## src/rtl/atm_pkg.sv

```systemverilog
package atm_pkg;

   typedef enum logic [3:0] {
      ST_PIN,
      ST_MENU,
      ST_BAL,
      ST_WDR,
      ST_DEP,
      ST_CHK,
      ST_NEWPIN,
      ST_HOLD,
      ST_SHOW,
      ST_ERR
   } atm_state_e;

   typedef enum logic [1:0] {
      DM_NUM   = 2'd0,
      DM_BLINK = 2'd1,
      DM_ERR   = 2'd2
   } disp_mode_e;

   typedef enum logic [2:0] {
      EC_NONE    = 3'd0,
      EC_PIN     = 3'd1,
      EC_AMOUNT  = 3'd2,
      EC_FUNDS   = 3'd3,
      EC_LIMIT   = 3'd4,
      EC_SAMEPIN = 3'd5
   } err_code_e;

endpackage

```

## src/rtl/atm_amount_acc.sv

```systemverilog
module atm_amount_acc #(
   parameter int          AMT_W = 12,
   parameter int unsigned D0    = 10,
   parameter int unsigned D1    = 20,
   parameter int unsigned D2    = 50,
   parameter int unsigned D3    = 100
) (
   input  logic             clk,
   input  logic             rst,
   input  logic             clr,
   input  logic             add_en,
   input  logic [3:0]       key,
   output logic [AMT_W-1:0] amount
);
   localparam int          SUM_W     = AMT_W + 3;
   localparam int unsigned DENOMS[4] = '{D0, D1, D2, D3};
   localparam logic [SUM_W-1:0] CAP  = SUM_W'({AMT_W{1'b1}});

   for (genvar g = 0; g < 4; g++) begin : g_denom_chk
      if (DENOMS[g] == 0 || DENOMS[g] >= (1 << AMT_W)) begin : g_bad
         $error("denomination %0d out of range", g);
      end
   end

   logic [SUM_W-1:0] step;
   logic [SUM_W-1:0] total;
   logic [AMT_W-1:0] acc_q;

   always_comb begin
      step = '0;
      for (int i = 0; i < 4; i++) begin
         if (key[i]) step = step + SUM_W'(DENOMS[i]);
      end
      total = SUM_W'(acc_q) + step;
   end

   always_ff @(posedge clk) begin
      if (rst || clr) begin
         acc_q <= '0;
      end else if (add_en) begin
         acc_q <= (total > CAP) ? CAP[AMT_W-1:0] : total[AMT_W-1:0];
      end
   end

   assign amount = acc_q;


   acc_mono_chk: assert property (@(posedge clk) disable iff (rst)
      (add_en && !clr) |=> (amount >= $past(amount)));


   acc_clr_chk: assert property (@(posedge clk) disable iff (rst)
      clr |=> (amount == '0));

endmodule

```

## src/rtl/atm_bcd2bin.sv

```systemverilog
module atm_bcd2bin #(
   parameter int DIGITS = 3,
   parameter int OUT_W  = 12
) (
   input  logic [4*DIGITS-1:0] bcd,
   output logic [OUT_W-1:0]    value,
   output logic                valid
);
   if (DIGITS < 1 || (10 ** DIGITS) > (2 ** OUT_W)) begin : g_bad_width
      $error("BCD digit count does not fit the output width");
   end

   logic [OUT_W-1:0]  term [DIGITS];
   logic [DIGITS-1:0] digit_ok;

   for (genvar g = 0; g < DIGITS; g++) begin : g_digit
      localparam int unsigned WEIGHT = 10 ** g;
      assign digit_ok[g] = (bcd[4*g +: 4] <= 4'd9);
      assign term[g]     = OUT_W'(bcd[4*g +: 4]) * OUT_W'(WEIGHT);
   end

   always_comb begin
      value = '0;
      for (int i = 0; i < DIGITS; i++) value = value + term[i];
   end

   assign valid = &digit_ok;

endmodule

```

## src/rtl/atm_hold_timer.sv

```systemverilog
module atm_hold_timer #(
   parameter int unsigned HOLD_CYC  = 500_000_000,
   parameter int unsigned BLINK_CYC = 25_000_000
) (
   input  logic clk,
   input  logic rst,
   input  logic start,
   output logic done,
   output logic blank
);
   localparam int CW = $clog2(HOLD_CYC + 1);
   localparam int PW = $clog2(BLINK_CYC + 1);

   if (HOLD_CYC < 1 || BLINK_CYC < 1) begin : g_bad_timing
      $error("hold and blink periods must be at least one cycle");
   end

   logic          run_q;
   logic [CW-1:0] cnt_q;
   logic [PW-1:0] ph_q;
   logic          blank_q;
   logic          ph_wrap;

   assign done    = run_q && (cnt_q == CW'(HOLD_CYC - 1));
   assign ph_wrap = (ph_q == PW'(BLINK_CYC - 1));

   always_ff @(posedge clk) begin
      if (rst) begin
         run_q   <= 1'b0;
         cnt_q   <= '0;
         ph_q    <= '0;
         blank_q <= 1'b0;
      end else if (start) begin
         run_q   <= 1'b1;
         cnt_q   <= '0;
         ph_q    <= '0;
         blank_q <= 1'b0;
      end else if (run_q) begin
         if (done) begin
            run_q   <= 1'b0;
            blank_q <= 1'b0;
         end else begin
            cnt_q <= cnt_q + 1'b1;
            if (ph_wrap) begin
               ph_q    <= '0;
               blank_q <= ~blank_q;
            end else begin
               ph_q <= ph_q + 1'b1;
            end
         end
      end
   end

   assign blank = run_q && blank_q;


   hold_range_chk: assert property (@(posedge clk) disable iff (rst)
      run_q |-> (cnt_q < CW'(HOLD_CYC)));


   blank_idle_chk: assert property (@(posedge clk) disable iff (rst)
      !run_q |-> !blank);


   blank_phase_chk: assert property (@(posedge clk) disable iff (rst)
      (run_q && !start && !done && !ph_wrap) |=> $stable(blank));

endmodule

```

## src/rtl/atm_ctrl.sv

```systemverilog
module atm_ctrl
   import atm_pkg::*;
#(
   parameter int               PIN_W       = 8,
   parameter int               SW_W        = 12,
   parameter int               AMT_W       = 12,
   parameter int unsigned      START_BAL   = 200,
   parameter int unsigned      MAX_BAL     = 1500,
   parameter int unsigned      MAX_WDR     = 500,
   parameter int unsigned      WDR_STEP    = 20,
   parameter int unsigned      DENOM_UP    = 10,
   parameter int unsigned      DENOM_RIGHT = 20,
   parameter int unsigned      DENOM_LEFT  = 50,
   parameter int unsigned      DENOM_DOWN  = 100,
   parameter int unsigned      HOLD_CYC    = 500_000_000,
   parameter int unsigned      BLINK_CYC   = 25_000_000,
   parameter logic [PIN_W-1:0] DEF_PIN     = '0
) (
   input  logic             clk,
   input  logic             rst,
   input  logic [SW_W-1:0]  sw,
   input  logic             btn_up,
   input  logic             btn_right,
   input  logic             btn_left,
   input  logic             btn_down,
   input  logic             btn_enter,
   output logic [AMT_W-1:0] disp_value,
   output logic [1:0]       disp_mode,
   output logic             disp_blank
);
   localparam int DIGITS = SW_W / 4;
   localparam int SUM_W  = AMT_W + 1;

   if (SW_W % 4 != 0 || SW_W < PIN_W) begin : g_bad_sw
      $error("switch width must hold the PIN and whole BCD digits");
   end
   if (MAX_BAL >= (1 << AMT_W) || START_BAL > MAX_BAL || MAX_WDR > MAX_BAL) begin : g_bad_limits
      $error("balance limits do not fit the amount width");
   end
   if (WDR_STEP == 0) begin : g_bad_step
      $error("withdrawal step must be non-zero");
   end

   atm_state_e       state_q, state_d;
   logic [PIN_W-1:0] pin_q, pin_d;
   logic [AMT_W-1:0] bal_q, bal_d;
   logic [AMT_W-1:0] amt_q, amt_d;
   logic [2:0]       err_q, err_d;
   logic             pin_err_q, pin_err_d;

   logic [AMT_W-1:0] acc;
   logic             acc_clr;
   logic             acc_add;
   logic [AMT_W-1:0] chk_value;
   logic             chk_ok;
   logic             tmr_start;
   logic             tmr_done;
   logic             tmr_blank;
   logic [AMT_W-1:0] cand;
   logic [SUM_W-1:0] bal_sum;
   logic             pin_match;

   atm_amount_acc #(
      .AMT_W (AMT_W),
      .D0    (DENOM_UP),
      .D1    (DENOM_RIGHT),
      .D2    (DENOM_LEFT),
      .D3    (DENOM_DOWN)
   ) u_acc (
      .clk    (clk),
      .rst    (rst),
      .clr    (acc_clr),
      .add_en (acc_add),
      .key    ({btn_down, btn_left, btn_right, btn_up}),
      .amount (acc)
   );

   atm_bcd2bin #(
      .DIGITS (DIGITS),
      .OUT_W  (AMT_W)
   ) u_bcd (
      .bcd   (sw[4*DIGITS-1:0]),
      .value (chk_value),
      .valid (chk_ok)
   );

   atm_hold_timer #(
      .HOLD_CYC  (HOLD_CYC),
      .BLINK_CYC (BLINK_CYC)
   ) u_tmr (
      .clk   (clk),
      .rst   (rst),
      .start (tmr_start),
      .done  (tmr_done),
      .blank (tmr_blank)
   );

   assign pin_match = (sw[PIN_W-1:0] == pin_q);
   assign acc_add   = ((state_q == ST_WDR) || (state_q == ST_DEP)) && !btn_enter;
   assign cand      = (state_q == ST_CHK) ? chk_value : acc;
   assign bal_sum   = SUM_W'(bal_q) + SUM_W'(cand);

   always_comb begin
      state_d   = state_q;
      pin_d     = pin_q;
      bal_d     = bal_q;
      amt_d     = amt_q;
      err_d     = err_q;
      pin_err_d = pin_err_q;
      tmr_start = 1'b0;
      acc_clr   = (state_q == ST_MENU);
      case (state_q)
         ST_PIN: begin
            if (btn_enter) begin
               if (pin_match) begin
                  state_d   = ST_MENU;
                  pin_err_d = 1'b0;
               end else begin
                  pin_err_d = 1'b1;
               end
            end
         end
         ST_MENU: begin
            if (btn_up)         state_d = ST_BAL;
            else if (btn_right) state_d = ST_WDR;
            else if (btn_left)  state_d = ST_DEP;
            else if (btn_down)  state_d = ST_CHK;
            else if (btn_enter) state_d = ST_NEWPIN;
         end
         ST_BAL, ST_SHOW, ST_ERR: begin
            if (btn_enter) state_d = ST_MENU;
         end
         ST_WDR: begin
            if (btn_enter) begin
               if ((acc % AMT_W'(WDR_STEP)) != '0 || acc > AMT_W'(MAX_WDR)) begin
                  state_d = ST_ERR;
                  err_d   = EC_AMOUNT;
                  acc_clr = 1'b1;
               end else if (acc > bal_q) begin
                  state_d = ST_ERR;
                  err_d   = EC_FUNDS;
                  acc_clr = 1'b1;
               end else begin
                  bal_d     = bal_q - acc;
                  amt_d     = acc;
                  state_d   = ST_HOLD;
                  tmr_start = 1'b1;
               end
            end
         end
         ST_DEP, ST_CHK: begin
            if (btn_enter) begin
               if (state_q == ST_CHK && !chk_ok) begin
                  state_d = ST_ERR;
                  err_d   = EC_AMOUNT;
                  acc_clr = 1'b1;
               end else if (bal_sum > SUM_W'(MAX_BAL)) begin
                  state_d = ST_ERR;
                  err_d   = EC_LIMIT;
                  acc_clr = 1'b1;
               end else begin
                  bal_d     = bal_sum[AMT_W-1:0];
                  amt_d     = cand;
                  state_d   = ST_HOLD;
                  tmr_start = 1'b1;
               end
            end
         end
         ST_NEWPIN: begin
            if (btn_enter) begin
               if (pin_match) begin
                  state_d = ST_ERR;
                  err_d   = EC_SAMEPIN;
               end else begin
                  pin_d   = sw[PIN_W-1:0];
                  state_d = ST_MENU;
               end
            end
         end
         ST_HOLD: begin
            if (tmr_done) state_d = ST_SHOW;
         end
         default: state_d = ST_PIN;
      endcase
   end

   always_ff @(posedge clk) begin
      if (rst) begin
         state_q   <= ST_PIN;
         pin_q     <= DEF_PIN;
         bal_q     <= AMT_W'(START_BAL);
         amt_q     <= '0;
         err_q     <= EC_NONE;
         pin_err_q <= 1'b0;
      end else begin
         state_q   <= state_d;
         pin_q     <= pin_d;
         bal_q     <= bal_d;
         amt_q     <= amt_d;
         err_q     <= err_d;
         pin_err_q <= pin_err_d;
      end
   end

   always_comb begin
      disp_value = '0;
      disp_mode  = DM_NUM;
      disp_blank = 1'b0;
      case (state_q)
         ST_PIN: begin
            if (pin_err_q) begin
               disp_mode  = DM_ERR;
               disp_value = AMT_W'(EC_PIN);
            end
         end
         ST_BAL, ST_SHOW: disp_value = bal_q;
         ST_WDR, ST_DEP:  disp_value = acc;
         ST_CHK:          disp_value = chk_ok ? chk_value : '0;
         ST_HOLD: begin
            disp_mode  = DM_BLINK;
            disp_value = amt_q;
            disp_blank = tmr_blank;
         end
         ST_ERR: begin
            disp_mode  = DM_ERR;
            disp_value = AMT_W'(err_q);
         end
         default: disp_value = '0;
      endcase
   end


   bal_cap_chk: assert property (@(posedge clk) disable iff (rst)
      bal_q <= AMT_W'(MAX_BAL));


   pin_hold_chk: assert property (@(posedge clk) disable iff (rst)
      !(state_q == ST_NEWPIN && btn_enter) |=> $stable(pin_q));


   pin_retry_chk: assert property (@(posedge clk) disable iff (rst)
      (state_q == ST_PIN && btn_enter && !pin_match) |=> (state_q == ST_PIN && disp_mode == DM_ERR));


   err_exit_chk: assert property (@(posedge clk) disable iff (rst)
      (state_q == ST_ERR && btn_enter) |=> (state_q == ST_MENU));


   err_bal_chk: assert property (@(posedge clk) disable iff (rst)
      (state_q == ST_ERR) |-> $stable(bal_q));


   hold_show_chk: assert property (@(posedge clk) disable iff (rst)
      (state_q == ST_HOLD && tmr_done) |=> (state_q == ST_SHOW && disp_mode == DM_NUM));


   blank_mode_chk: assert property (@(posedge clk) disable iff (rst)
      disp_blank |-> (disp_mode == DM_BLINK));

endmodule

```

## config.mk

```make
export PLATFORM = sky130hd
export DESIGN_NAME = atm_ctrl
export DESIGN_NICKNAME = d
export VERILOG_FILES = /design/src/rtl/atm_pkg.sv /design/src/rtl/atm_amount_acc.sv /design/src/rtl/atm_bcd2bin.sv /design/src/rtl/atm_hold_timer.sv /design/src/rtl/atm_ctrl.sv
export SDC_FILE = /design/constraint.sdc
export NUM_CORES = 1
export LEC_CHECK = 0
export CAP_MARGIN = 30
export CORE_MARGIN = 2
export CORE_UTILIZATION = 65
export CTS_CLUSTER_DIAMETER = 40
export CTS_CLUSTER_SIZE = 24
export DETAILED_ROUTE_END_ITERATION = 10
export DONT_BUFFER_PORTS = 1
export GPL_TIMING_DRIVEN = 0
export HOLD_SLACK_MARGIN = 0.15
export PLACE_DENSITY = 0.8
export SETUP_SLACK_MARGIN = 0.02
export SYNTH_ARGS = -nofsm -noshare
export SYNTH_HDL_FRONTEND = slang
export SYNTH_SLANG_ARGS = --single-unit
```

## constraint.sdc

```tcl
create_clock -name clk -period 17.05 [get_ports clk]
set_input_delay 3.41 -clock clk [delete_from_list [all_inputs] [get_ports clk]]
set_output_delay 3.41 -clock clk [all_outputs]
set_load 0.02 [all_outputs]
```

Yosys cells after proc, flatten, opt, wreduce, memory -nomap -nowiden
Index checks and enable logic that the tools add are counted.
Storage, ports and cells
  bits in registers: 108
  bits of input ports: 19
  output and inout port bits: 15
Cells by class
  add/sub/neg operators: 10
  $mul: 2
  div/mod/pow operators: 1
  order comparisons: 7
  eq/ne operators: 27
  mux-type cells: 74
  bitwise operators: 3
  reductions and logical operators: 27
Operators by type and width (count)
  two-way mux 12 bit: 15
  two-way mux 4 bit: 18
  one-hot mux 12 bit (6 select lines): 1
  one-hot mux 12 bit (2 select lines): 2
  two-way mux 15 bit: 3
  adder 29 x 1 -> 29 bit, second input constant: 1
  equality test 29 bit, second input constant: 1
  one-hot mux 4 bit (7 select lines): 1
  adder 25 x 1 -> 25 bit, second input constant: 1
  equality test 25 bit, second input constant: 1
  two-way mux 25 bit: 1
  two-way mux 3 bit: 8
  != test 2 bit, second input constant: 12
  two-way mux 1 bit: 20
  equality test 4 x 3 -> 1 bit, second input constant: 4
  adder 12 x 15 -> 15 bit: 1
  adder 15 x 6 -> 15 bit, second input constant: 1
  adder 15 x 7 -> 15 bit, second input constant: 1
  > comparator 15 x 12 -> 1 bit, second input constant: 1
  AND reduction 7 bit: 2
  adder 12 x 12 -> 13 bit: 1
  > comparator 13 x 11 -> 1 bit, second input constant: 1
  adder 12 x 11 -> 12 bit: 1
  > comparator 12 bit: 1
  other kinds (32): 52

Depth between registers and ports, before layout
  depth in word-level cells: 11
  depth in mapped cells: 26
  gate-level depth less buffers: 24

Hierarchy
A second synthesis with hierarchy kept.
Unflattened totals
  cells, all modules: 1200
  area total of the unflattened synthesis: 9437.8 um2
By module, submodules not included
  atm_ctrl: instances 1, cells an instance 636, area an instance 4770.8 um2, seq. area each 800.8 um2
  atm_hold_timer: instances 1, cells an instance 346, area an instance 2851.5 um2, seq. area each 1121.1 um2
  atm_amount_acc: instances 1, cells an instance 123, area an instance 999.7 um2, seq. area each 240.2 um2
  atm_bcd2bin: instances 1, cells an instance 95, area an instance 815.8 um2, seq. area each 0.0 um2

Worst setup path before layout
No wires, ideal clock.
  path type: input to output
  from: input port sw[5]
  to: output port disp_value[11]
  data arrival time: 6.243 ns
  required time: 13.640 ns
  path slack: 7.397 ns
  stages: 12
  cell sequence: ha_1 ha_1 fa_1 nand3_1 mux2i_1 a22o_1 ha_1 inv_1 o21ai_0 a21oi_1 or3_1 o21ai_0
On the way
  longest elaborated chain between the ends: 5
  elaborated cells on any way between the ends: 7
Ends and longest elaborated chain
  from (decl): RTL line atm_ctrl.sv:21  | input logic [SW_W-1:0] sw,
  multiplier 4 x 3 -> 7 bit: RTL line atm_bcd2bin.sv:19  | assign term[g] = OUT_W'(bcd[4*g +: 4]) * OUT_W'(WEIGHT);
  adder 4 x 8 -> 9 bit: RTL line atm_bcd2bin.sv:24  | for (int i = 0; i < DIGITS; i++) value = value + term[i];
  adder 12 x 11 -> 12 bit: RTL line atm_bcd2bin.sv:24
  two-way mux 12 bit *: RTL line atm_ctrl.sv:218  | ST_CHK: disp_value = chk_ok ? chk_value : '0;
  one-hot mux 12 bit (6 select lines) *: RTL line atm_ctrl.sv:209  | case (state_q)
  to (decl): RTL line atm_ctrl.sv:27  | output logic [AMT_W-1:0] disp_value,
Mark *: on every way between the ends. The rest lies on a longest branch, timed or not.

Worst setup path after layout
  from: input port sw[5]
  to: output port disp_value[10]
Same word-level chain as after synthesis.

==> summary.txt <==
Floorplanning
  – Die height: 118 um
  – Die width: 118 um
  – Placement Rows: 41
  – Top Ports: 34
  – Die ar.: 0.0140 mm^2
  – Core region area: approximately 0.013 mm^2
  – Initial core utilization: 0.670

Synth
  – Synth Instances: 1064
  – Dominant cells by area after synthesis: dfxtp_1 25%, ha_1 9.6%, xnor2_1 5.5%, xor2_1 5.1%, nor2_1 5.0%
  – YS warnings: 0
  – Yosys reg bits: 108
  – Seq/Total Area, Yosys: 0.255
  – Post-Synthesis Net Count: 1155
  – Post-synth top cells: 112 x nor2_1, 108 x dfxtp_1, 95 x nand2_1
  – Netlist cell types: 83
  – Share of the synthesized area in the top cell type: 0.255
  – Yosys top cell by area: dfxtp_1
  – Primary FF master, synth: dfxtp_1
  – Synth async-reset ratio: 0
  – Mean Syn Cell Area: 7.98 um^2
  – Top-count cell post-synth: nor2_1
  – Post-synth EDFFs: 0
  – Cell Area, Synth: 0.00849 mm^2

Layout
  – Post-route core utilization: 0.713
  – Final Cell Area: 0.00903 mm^2
  – Fill count: 1055
  – Layout cells sized above 1: 0.0564
  – Diodes inserted: 0
  – Storage element area: 0.00216 mm^2
  – Finished Layout Cells: 1253
  – Layout area overhead: 6.40%
  – Nets: 1167
  – Combined area of the multi-input logic cells: 0.00593 mm^2

GRT
  – Initial antenna violation count: 0
  – Vias in the first global route: 7135
  – First-pass GRT wire length: between 30000 and 40000 um
  – Largest net degree at the start of global routing: 20
  – Tot GR Track Use: 0.308
  – Grt total ovfl: 0

Power
  – Total power: 548 uW
  – Net Switching: roughly 150 uW
  – Internal power: 402 uW
  – Sequential Power Share: 0.460
  – Combinational Power Share: 0.127
  – Switching portion of total power: 0.267
  – Leakage: 3.49 nW
  – Power per cell area: 60.7 mW/mm^2
  – Peak VDD IR: 0.0000446 V
  – Clock power frac: 0.412

Worst setup path
  – CP Max Fanout: 6
  – CP peak stage delay: 0.54 ns
  – Worst EP arrival: 6.50 ns
  – Top cell family by delay on the critical path: adder cells
  – Worst setup SP type: primary input
  – Critical-path cell list: ha_1, ha_1, fa_1, nand2_1, nor2_1, xnor2_1, ha_1, a21boi_0, o21ai_0, a21boi_0, o21bai_1, xnor2_1, o21ai_0
  – Most used cell, CP: ha_1
  – CP max-delay cell: fa_1
  – Critical Path End Type: primary output
  – Setup slack, reg-to-reg: roughly 12 ns
  – Crit path depth: 13
  – Kind of critical path: primary input to primary output
  – R2r worst-path depth: 19
  – Reg2reg end: amt_q[1]$_SDFFE_PP0P_
  – CP required: 13.64 ns
  – Reg2reg start: state_q[3]$_SDFFE_PP0P_
  – Buf/Inv on CP: 0

Clock tree
  – Hold-fix buffers, CTS: 0
  – CTS root buffer: clkbuf_16
  – CTS Buf Count: 9
  – Clk slew on worst S/H paths: 0.08 ns
  – Sink Count: 108
  – Latest clock arrival within the worst-skew pair: 0.36 ns
  – CTS resizes: 0
  – Post-CTS Setup Repair Bufs: 0
  – Bufs on Longest Clock Path: 2
  – CTS tree: built
  – H-Tree Depth: 3

Timing
  – RSZ-0062 raised after global routing: no
  – FMAX: 101 MHz
  – Final Setup Violations: 0
  – Final critical-path share of the clock period: 0.581
  – Final hold slack: 0.474 ns
  – Slew headroom: 0.301
  – Layout Skew: 0.0105 ns
  – Fin. max-slew vios: 0
  – Post-layout min period: between 9 and 10 ns
  – Final setup TNS: 0 ns
  – Final hold violation count: 0
  – Post-route setup slack: 7.14 ns
  – Worst slew pin tran: approximately 1.0 ns

Route
  – Vias per cell: between 6 and 7
  – Post-route DRC: 0
  – Starting DRC count in detailed routing: 712
  – Via count: approximately 8000
  – Pre-antenna DRT Iters: 6
  – DRT antenna net count: 0
  – Wire length per cell: 17.2 um
  – Drt total wl: 21600 um

Place
  – Post-place setup slack: 7.16 ns
  – DP Area: approximately 0.0087 mm^2
  – HPWL Detailed: 16400 um
  – GP Congestion: around 0.97
  – IO Port Bufs: 0
  – Placed cell count: 1237

Run
  – Max-Cap Viols: 0

Status
  – Status: finished clean

Min path
  – WHS Path Cells: 2
  – Hold Crit Endpoint: u_tmr.cnt_q[1]$_SDFFE_PP0P_
  – Min-delay worst type: flip-flop to flip-flop
  – Min-delay src: u_tmr.cnt_q[1]$_SDFFE_PP0P_
-- power groups by stage --
stage          Sequential (mW)  Combinational (mW)  Clock (mW)
2_1_floorplan            0.258              0.0532           0
3_3_place_gp             0.258              0.0674           0
3_5_place_dp             0.258              0.0689           0
4_1_cts                  0.252              0.0696       0.229
5_1_grt                  0.252              0.0782       0.240
6_report                 0.252              0.0698       0.226
-- placed cells by master (no fill, tap or decap), drive strengths merged, types with 6 or more instances in the layout --
cell,netlist,final
clkbuf,33,43
nand2b,36,36
a21oi,47,47
o31ai,6,6
o221a,7,7
o21bai,9,9
nor3b,6,6
mux2i,28,28
nor2,112,112
a211oi,13,13
xnor2,53,53
o41ai,6,6
buf,13,14
xor2,49,49
dfxtp,108,108
o21ai,52,52
nor2b,27,27
nand2,95,95
and2,6,6
inv,50,53
nand3,30,30
a21o,13,13
ha,65,65
a21boi,7,7
nor3,36,36
o211ai,6,6
nor4,6,6
and3,7,7
or3,8,8
a222oi,11,11
fa,7,7
nand4,24,24
a31oi,7,7
-- metal layers --
metal,GRT usage,share of wire,vias to the layer above
met5,0,0,-
met4,0.102,0.024,0
li1,-,-,3830
met3,0.0738,0.090,42
met1,0.409,0.44,3618
met2,0.491,0.45,326
-- kinds of logic after synthesis --
kind of cell / synth area share
AO/OA/AOI/OAI: 0.194
XOR/XNOR: 0.105
adder cells (fa/ha/maj): 0.114
buffers and inverters: 0.0469
flip-flops: 0.255
multiplexers: 0.0383
AND/OR/NAND/NOR: 0.247
-- flip-flops by register name, indices dropped and copies added, names as in the netlist --
signal	flops
amt_q	12
pin_q	8
u_acc.amount	12
u_tmr.ph_q	25
u_tmr.cnt_q	29
err_q	3
bal_q	12
pin_err_q	1
u_tmr.blank_q	1
u_tmr.run_q	1
state_q	4
-- worst max-delay path by stage --
stage                     endpoint  start  slack [ns]
finish              disp_value[10]  sw[5]        7.14
CTS                 disp_value[10]  sw[5]        7.14
global placement    disp_value[10]  sw[5]        7.18
global route        disp_value[10]  sw[5]        6.86
floorplan           disp_value[11]  sw[5]        7.40
detailed placement  disp_value[10]  sw[5]        7.16
-- layout make-up --
type                    count  share of cell area
plain buffers              46              0.0222
clock buffers              10              0.0265
clock inverters             6             0.00873
inverters                  52              0.0219
multi-input cells         858               0.657
flip-flops and latches    108               0.239
well taps                 172              0.0238
repair buffers              1            0.000554
-- worst register-to-register path, stage by stage, from the launching register on --
cell and delay, ns:
dfxtp_1 0.31, nand2b_1 0.20, nor3b_1 0.23, buf_2 0.25, clkbuf_1 0.43, nand2_1 0.18, nand2_1 0.15, ha_1 0.25
a211oi_1 0.43, o21bai_1 0.19, a211oi_1 0.40, nor3_1 0.10, a311o_1 0.38, or2_1 0.28, or2_1 0.28, a21o_1 0.19
clkbuf_1 0.23, nor2_1 0.20, buf_4 0.26, mux2_2 0.37
No activity file was read; power rests on OpenSTA's default activity.
